$ cat src/rtl/sar_ctrl_pkg.sv
// Shared types for the serial successive-approximation controller.
package sar_ctrl_pkg;
    // Transaction phase; each value spans one or more serial clock periods.
    typedef enum logic [2:0] {
        PH_IDLE,   // waiting for a start bit
        PH_ADDR,   // receiving mode and channel bits
        PH_ACQ,    // one acquisition period
        PH_CONV,   // binary search, one bit per period
        PH_TAIL,   // last MSB-first decision on the wire
        PH_LSB,    // re-sending low bits, LSB first
        PH_DONE    // output held low until deselect
    } phase_e;
endpackage

$ cat src/rtl/sar_seq_fsm.sv
// Phase sequencer: finds the start bit, captures the address bits, then
// steps through acquisition, search and the LSB-first replay.
// Assumes cs_n and sdi are synchronous to the rising edge of clk.
module sar_seq_fsm
    import sar_ctrl_pkg::*;
#(
    parameter int DATA_W    = 8,
    parameter int ADDR_BITS = 2,
    parameter int IDX_W     = 3
) (
    input  logic                 clk,
    input  logic                 rst_n,
    input  logic                 cs_n,
    input  logic                 sdi,
    output phase_e               phase,
    output logic [IDX_W-1:0]     bit_idx,
    output logic [IDX_W-1:0]     lsb_cnt,
    output logic [ADDR_BITS-1:0] addr_q
);
    localparam int ACNT_W = $clog2(ADDR_BITS + 1);
    localparam logic [IDX_W-1:0]  IDX_TOP   = IDX_W'(DATA_W - 1);
    localparam logic [IDX_W-1:0]  LSB_LAST  = IDX_W'(DATA_W - 2);
    localparam logic [ACNT_W-1:0] ACNT_LAST = ACNT_W'(ADDR_BITS - 1);

    logic [ACNT_W-1:0] acnt;

    // Advance the phase and its counters once per rising edge.
    always_ff @(posedge clk) begin
        if (!rst_n) begin
            phase   <= PH_IDLE;
            bit_idx <= '0;
            lsb_cnt <= '0;
            acnt    <= '0;
        end else if (cs_n) begin
            phase <= PH_IDLE;
            acnt  <= '0;
        end else begin
            case (phase)
                PH_IDLE: begin
                    if (sdi) begin
                        phase <= PH_ADDR;
                        acnt  <= '0;
                    end
                end
                PH_ADDR: begin
                    acnt <= acnt + 1'b1;
                    if (acnt == ACNT_LAST) phase <= PH_ACQ;
                end
                PH_ACQ: begin
                    phase   <= PH_CONV;
                    bit_idx <= IDX_TOP;
                end
                PH_CONV: begin
                    if (bit_idx == '0) phase <= PH_TAIL;
                    else               bit_idx <= bit_idx - 1'b1;
                end
                PH_TAIL: begin
                    phase   <= PH_LSB;
                    lsb_cnt <= '0;
                end
                PH_LSB: begin
                    if (lsb_cnt == LSB_LAST) phase <= PH_DONE;
                    else                     lsb_cnt <= lsb_cnt + 1'b1;
                end
                PH_DONE: phase <= PH_DONE;
                default: phase <= PH_IDLE;
            endcase
        end
    end

    // Shift in the address bits, first received bit ending at the top.
    always_ff @(posedge clk) begin
        if (!rst_n)
            addr_q <= '0;
        else if (!cs_n && phase == PH_ADDR)
            addr_q <= {addr_q[ADDR_BITS-2:0], sdi};
    end

    // deselect always returns the sequencer to waiting
    p_abort_idle_r9: assert property (@(posedge clk) disable iff (!rst_n)
        cs_n |=> phase == PH_IDLE);

    // the search walks down one bit per period
    p_conv_step_r5: assert property (@(posedge clk) disable iff (!rst_n)
        (phase == PH_CONV && bit_idx != '0 && !cs_n)
        |=> (phase == PH_CONV && bit_idx == IDX_W'($past(bit_idx) - 1'b1)));

    // address bits change only during the address phase
    p_addr_hold_r10: assert property (@(posedge clk) disable iff (!rst_n)
        (phase != PH_ADDR) |=> $stable(addr_q));

    // replay counter never passes the last replayed bit
    p_lsb_bound_r7: assert property (@(posedge clk) disable iff (!rst_n)
        lsb_cnt <= LSB_LAST);
endmodule

$ cat src/rtl/sar_search.sv
// Successive-approximation register: forms the trial code and keeps or
// clears each bit from the comparator. Assumes cmp_hi is settled by the
// rising edge that ends each trial period.
module sar_search
    import sar_ctrl_pkg::*;
#(
    parameter int DATA_W = 8,
    parameter int IDX_W  = 3
) (
    input  logic              clk,
    input  logic              rst_n,
    input  phase_e            phase,
    input  logic [IDX_W-1:0]  bit_idx,
    input  logic              cmp_hi,
    output logic [DATA_W-1:0] res_q,
    output logic              dec_q,
    output logic [DATA_W-1:0] dac_code
);
    logic [DATA_W-1:0] trial_bit;

    // One-hot mask of the bit under trial.
    always_comb begin
        trial_bit          = '0;
        trial_bit[bit_idx] = 1'b1;
    end

    // Drive the DAC only while searching.
    always_comb begin
        dac_code = (phase == PH_CONV) ? (res_q | trial_bit) : '0;
    end

    // Clear at acquisition, then record one decision per search period.
    always_ff @(posedge clk) begin
        if (!rst_n) begin
            res_q <= '0;
            dec_q <= 1'b0;
        end else if (phase == PH_ACQ) begin
            res_q <= '0;
        end else if (phase == PH_CONV) begin
            res_q[bit_idx] <= cmp_hi;
            dec_q          <= cmp_hi;
        end
    end

    // result is frozen while being replayed and afterwards
    p_res_frozen_r8: assert property (@(posedge clk) disable iff (!rst_n)
        (phase == PH_LSB || phase == PH_DONE) |=> $stable(res_q));

    // the trial code holds exactly one bit above the kept result
    p_trial_onebit_r5: assert property (@(posedge clk) disable iff (!rst_n)
        (phase == PH_CONV) |-> ($countones(dac_code & ~res_q) == 1));
endmodule

$ cat src/rtl/sar_out_ser.sv
// Serial output stage: picks the bit for the current phase and updates the
// shared data pin on the falling edge. The enable is gated by cs_n without
// a clock so deselect releases the wire at once.
module sar_out_ser
    import sar_ctrl_pkg::*;
#(
    parameter int DATA_W = 8,
    parameter int IDX_W  = 3
) (
    input  logic              clk,
    input  logic              rst_n,
    input  logic              cs_n,
    input  phase_e            phase,
    input  logic [IDX_W-1:0]  bit_idx,
    input  logic [IDX_W-1:0]  lsb_cnt,
    input  logic [DATA_W-1:0] res_q,
    input  logic              dec_q,
    output logic              sdo,
    output logic              sdo_oe
);
    localparam logic [IDX_W-1:0] IDX_TOP = IDX_W'(DATA_W - 1);

    logic nxt_bit, nxt_oe;
    logic bit_q, oe_q;

    // Choose the value the wire should carry in the current phase.
    always_comb begin
        nxt_bit = 1'b0;
        nxt_oe  = 1'b0;
        case (phase)
            PH_CONV: begin
                nxt_oe  = 1'b1;
                nxt_bit = (bit_idx == IDX_TOP) ? 1'b0 : dec_q;
            end
            PH_TAIL: begin
                nxt_oe  = 1'b1;
                nxt_bit = dec_q;
            end
            PH_LSB: begin
                nxt_oe  = 1'b1;
                nxt_bit = res_q[lsb_cnt];
            end
            PH_DONE: nxt_oe = 1'b1;
            default: nxt_oe = 1'b0;
        endcase
    end

    // Launch the output bit on the falling edge.
    always_ff @(negedge clk) begin
        if (!rst_n) begin
            bit_q <= 1'b0;
            oe_q  <= 1'b0;
        end else begin
            bit_q <= nxt_bit;
            oe_q  <= nxt_oe;
        end
    end

    assign sdo_oe = oe_q & ~cs_n;
    assign sdo    = bit_q & sdo_oe;

    // the pin stays released while waiting, addressing and acquiring
    p_release_early_r3: assert property (@(posedge clk) disable iff (!rst_n)
        (phase == PH_IDLE || phase == PH_ADDR || phase == PH_ACQ) |-> !sdo_oe);

    // after the replay the pin is driven low while selected
    p_low_tail_r8: assert property (@(posedge clk) disable iff (!rst_n)
        (phase == PH_DONE && !cs_n) |-> (sdo_oe && !sdo));
endmodule

$ cat src/rtl/sar_serial_ctrl.sv
// Top of the serial successive-approximation controller. Connects the
// sequencer, search register and output stage, and decodes the captured
// address into mode and channel outputs. Assumes one external comparator
// whose cmp_hi follows dac_code within one clock period.
module sar_serial_ctrl
    import sar_ctrl_pkg::*;
#(
    parameter int DATA_W       = 8,
    parameter int MUX_SEL_BITS = 1
) (
    input  logic                    clk,
    input  logic                    rst_n,
    input  logic                    cs_n,
    input  logic                    sdi,
    output logic                    sdo,
    output logic                    sdo_oe,
    output logic                    smp_en,
    output logic                    mux_sgl,
    output logic [MUX_SEL_BITS-1:0] mux_chan,
    output logic [DATA_W-1:0]       dac_code,
    input  logic                    cmp_hi
);
    localparam int ADDR_BITS = 1 + MUX_SEL_BITS;
    localparam int IDX_W     = (DATA_W > 1) ? $clog2(DATA_W) : 1;

    phase_e                phase;
    logic [IDX_W-1:0]      bit_idx;
    logic [IDX_W-1:0]      lsb_cnt;
    logic [ADDR_BITS-1:0]  addr_q;
    logic [DATA_W-1:0]     res_q;
    logic                  dec_q;

    sar_seq_fsm #(
        .DATA_W(DATA_W), .ADDR_BITS(ADDR_BITS), .IDX_W(IDX_W)
    ) u_seq (
        .clk(clk), .rst_n(rst_n), .cs_n(cs_n), .sdi(sdi),
        .phase(phase), .bit_idx(bit_idx), .lsb_cnt(lsb_cnt), .addr_q(addr_q)
    );

    sar_search #(
        .DATA_W(DATA_W), .IDX_W(IDX_W)
    ) u_search (
        .clk(clk), .rst_n(rst_n), .phase(phase), .bit_idx(bit_idx),
        .cmp_hi(cmp_hi), .res_q(res_q), .dec_q(dec_q), .dac_code(dac_code)
    );

    sar_out_ser #(
        .DATA_W(DATA_W), .IDX_W(IDX_W)
    ) u_out (
        .clk(clk), .rst_n(rst_n), .cs_n(cs_n), .phase(phase),
        .bit_idx(bit_idx), .lsb_cnt(lsb_cnt), .res_q(res_q), .dec_q(dec_q),
        .sdo(sdo), .sdo_oe(sdo_oe)
    );

    // Decode the address: first bit is mode, the rest select the channel.
    assign mux_sgl  = addr_q[ADDR_BITS-1];
    assign mux_chan = addr_q[MUX_SEL_BITS-1:0];
    assign smp_en   = (phase == PH_ACQ);

    // the acquisition strobe lasts a single period
    p_smp_single_r4: assert property (@(posedge clk) disable iff (!rst_n)
        smp_en |=> !smp_en);

    // no trial code reaches the DAC outside the search
    p_dac_quiet_r5: assert property (@(posedge clk) disable iff (!rst_n)
        (phase != PH_CONV) |-> (dac_code == '0));
endmodule

$ cat config.mk
export PLATFORM = sky130hd
export DESIGN_NAME = sar_serial_ctrl
export DESIGN_NICKNAME = d
export VERILOG_FILES = /design/src/rtl/sar_ctrl_pkg.sv /design/src/rtl/sar_seq_fsm.sv /design/src/rtl/sar_search.sv /design/src/rtl/sar_out_ser.sv /design/src/rtl/sar_serial_ctrl.sv
export SDC_FILE = /design/constraint.sdc
export NUM_CORES = 1
export LEC_CHECK = 0
export ABC_AREA = 1
export BUFFER_PORTS_ARGS = -buffer_cell sky130_fd_sc_hd__buf_2
export CAP_MARGIN = 25
export CELL_PAD_IN_SITES_DETAIL_PLACEMENT = 0
export CELL_PAD_IN_SITES_GLOBAL_PLACEMENT = 1
export CORE_MARGIN = 5
export CORE_UTILIZATION = 40
export CTS_CLUSTER_SIZE = 25
export DETAILED_ROUTE_END_ITERATION = 6
export GPL_TIMING_DRIVEN = 0
export PLACE_DENSITY = 0.84
export SLEW_MARGIN = 15
export SYNTH_ARGS = -nofsm -noshare
export SYNTH_HDL_FRONTEND = slang
export SYNTH_SLANG_ARGS = --single-unit
$ cat constraint.sdc
create_clock -name clk -period 1.84 [get_ports clk]
set_clock_uncertainty 0.2 [all_clocks]
set_input_delay 0.276 -clock clk [delete_from_list [all_inputs] [get_ports clk]]
set_output_delay 0.276 -clock clk [all_outputs]
set_load 0.03 [all_outputs]
==> results.json <==
{
  "rr_startpoint": "u_seq.lsb_cnt[0]$_SDFFE_PN0P_",
  "area.growth.synth_to_final_pct": 21.1,
  "cts-hold-fix-buffers": 0,
  "powerDensity_mw_per_mm2": 596,
  "initialDrtViolationCount": 54,
  "synthCells": 193,
  "worstSetupPathType": "reg2out",
  "worst_path_fanout_max": 2,
  "finish.instance_area_mm2": 0.00163,
  "routed_via_density": 4.80,
  "synth_most_common_cell": "sky130_fd_sc_hd__nand2_1",
  "power.static_leakage_uw": 0.000726,
  "synthDominantCellAreaShare": 0.357,
  "yosysSeqAreaShare": 0.357,
  "cts-buffers-inserted": 3,
  "min-delay-path-class": "in2reg",
  "core_region_area_mm2": 0.00328,
  "yosys-top-cells-area": "sky130_fd_sc_hd__dfxtp_1 (36%), sky130_fd_sc_hd__nand2_1 (11%), sky130_fd_sc_hd__nor2_1 (7.5%)",
  "effective_utilization_at_floorplan": 0.410,
  "number_of_vias_after_detailed_routing": 1276,
  "worstRegToRegCells": 6,
  "global_route_total_overflow": 0,
  "net_count_of_the_mapped_netlist": 204,
  "ys_dominant_reg_cell": "sky130_fd_sc_hd__dfxtp_1",
  "drt-pass1-iter-count": 4,
  "core.rowCount": 21,
  "route.detailed.wl_per_inst_um": 11.1,
  "cts_buffer_depth": 2,
  "cp_slowest_stage_delay_ns": 0.31,
  "timing.hold.worst_endpoint": "u_seq.addr_q[0]$_SDFFE_PN0P_",
  "status": "complete, but fails checks",
  "port-buffer-count": 17,
  "die_y_um": 68.0,
  "worst_slack_ns": -0.527,
  "post-place-cells": 256,
  "detail-route-antenna-nets": 0,
  "clk_transition_reported_paths_ns": 0.13,
  "synth.ff_latch_count": 24,
  "pin_count_of_the_biggest_net_entering_global_routing": 14,
  "vdd_ir_drop_max_mv": 0.309,
  "antenna_cells_inserted": 0,
  "critical-path-slowest-cell": "sky130_fd_sc_hd__dfxtp_2",
  "cap_viol_max_count": 0,
  "hold_depth": 3,
  "synthesis.area_mm2": 0.00135,
  "ctsHtreeMaxLevel": 1,
  "finish.cell_count_without_fillers": 266,
  "failed_checks": "setup timing",
  "cts.root.buffer_cell": "sky130_fd_sc_hd__clkbuf_4",
  "ioPinCount": 18,
  "netlist-cell-type-count": 26,
  "cts_tree": "done",
  "drt_wl_total_mm": 2.94,
  "grt_first_pass_wirelength_mm": 5.49,
  "clkLatencyLatePin_ns": 0.32,
  "worst_ep_required_time_ns": 1.36,
  "asyncSetResetFlopFracSynth": 0,
  "die_w_um": 68.0,
  "reg2reg_slack_ns": -0.32,
  "placedInstanceArea_mm2": 0.00151,
  "warnings_synthesis": 0,
  "final_weighted_congestion_in_routability_driven_placement": 0.763,
  "rsz0062_at_grt": "yes",
  "holdCritStartpoint": "sdi",
  "cp-start-kind": "flip-flop",
  "slew-limit-headroom": 0.758,
  "finalHoldViolCount": 0,
  "rr_endpoint": "u_out.bit_q$_SDFF_NN0_",
  "dp_worst_setup_slack_ns": -0.473,
  "detail_route.drc_violations": 0,
  "initial_antenna_violation_count": 0,
  "post_route_cells_drive_above_1_share": 0.259,
  "synth_top_cells_by_count": "sky130_fd_sc_hd__nand2_1 (38), sky130_fd_sc_hd__nor2_1 (27), sky130_fd_sc_hd__dfxtp_1 (24)",
  "die_area_mm2": 0.00463,
  "timing_max_transition_violations_final": 0,
  "worst_path_cell_trace": "and3_4 -> buf_6",
  "final_net_count": 232,
  "cp.arrival_ns": 1.89,
  "final_core_util": 0.496,
  "max_slew.worst_pin.slew_ns": 0.359,
  "synth_top_area_cell": "sky130_fd_sc_hd__dfxtp_1",
  "grt_pass1_vias": 1256,
  "worstSetupEndpointType": "output port",
  "global_route.usage.total": 0.152,
  "timing.final.setup_violations": 12,
  "cts_sinks": 24,
  "number_of_synthesized_flops_with_an_enable_pin": 0,
  "postSynthAreaPerCell_um2": 6.98,
  "hpwl_mm": 2.30
}
-- layout by cell type, fill, tap and decap left out, drive strengths merged --
master / n
a21oi: 11
a211oi: 9
xor2: 1
and3: 1
inv: 30
clkinv: 1
buf: 23
and2: 1
clkbuf: 3
bufinv: 1
ha: 6
nand4: 1
nor3: 2
o21bai: 1
nand2: 42
o22ai: 1
dfxtp: 24
nor2: 38
o21ai: 11
o31ai: 1
nand3: 12
-- worst max-delay path: cells and delay by family, from the launching register on --
family	cells	cell delay [ns]
buf+inv	1	0.12
flops	1	0.31
simple gates	1	0.17
-- per-stage QoR --
stage          setup TNS (ns)  hold WS, ns  total power (uW)
6_report                -3.23       0.0208               971
5_1_grt                 -4.52       0.0507              1010
4_1_cts                 -3.41       0.0101               979
3_5_place_dp            -1.21        0.258               660
3_3_place_gp            -1.21        0.250               660
2_1_floorplan          -0.672        0.212               631
-- final cells by class --
cell class | count | area, um2
Fill cell | 363 | 1650
Multi-Input combinational cell | 138 | 761
Sequential cell | 24 | 489
Timing Repair Buffer | 22 | 155
Inverter | 29 | 109
Tap cell | 46 | 57.6
Clock inverter | 3 | 25.0
Clock buffer | 3 | 22.5
Buffer | 1 | 11.3
-- power breakdown --
part	switching (uW)	internal, uW	leakage [uW]
clock network	173	155	0.0000372
registers	9.88	529	0.000197
logic	71.0	33.5	0.000492
-- sequential cells by signal, indices dropped and copies added, names as in the netlist --
name / flops
u_seq.phase: 3
u_seq.lsb_cnt: 3
u_out.bit_q: 1
u_search.res_q: 8
u_seq.acnt: 2
u_seq.bit_idx: 3
u_search.dec_q: 1
u_seq.addr_q: 2
u_out.oe_q: 1
-- how the worst max path moves through the flow --
stage	from	end	slack, ns
2_1_floorplan	u_seq.phase[0]$_SDFFE_PP0P_	u_out.bit_q$_SDFF_NN0_	-0.25
3_3_place_gp	u_seq.lsb_cnt[0]$_SDFFE_PN0P_	u_out.bit_q$_SDFF_NN0_	-0.49
3_5_place_dp	u_seq.lsb_cnt[0]$_SDFFE_PN0P_	u_out.bit_q$_SDFF_NN0_	-0.47
4_1_cts	u_out.oe_q$_SDFF_NN0_	sdo	-0.54
5_1_grt	u_out.oe_q$_SDFF_NN0_	sdo	-0.57
6_report	u_out.oe_q$_SDFF_NN0_	sdo	-0.53
-- kinds of logic after synthesis --
group,after synthesis,share of synthesized area
fa+ha+maj,6,0.0558
flops,24,0.357
buf+inv,31,0.0874
xor+xnor,1,0.00651
compound gates,34,0.148
simple gates,97,0.346
-- metal layers --
metal	GRT usage	wire [um]
met5	0	0
met4	0.0447	14
met3	0.0197	48
met2	0.250	1320
met1	0.207	1560
-- what timing repair did --
item	CTS	global route
buffers inserted	5	0
resized for setup	14	0
pin swaps	1	0
setup endpoints to repair	12	12
No activity file was read; power rests on OpenSTA's default activity.
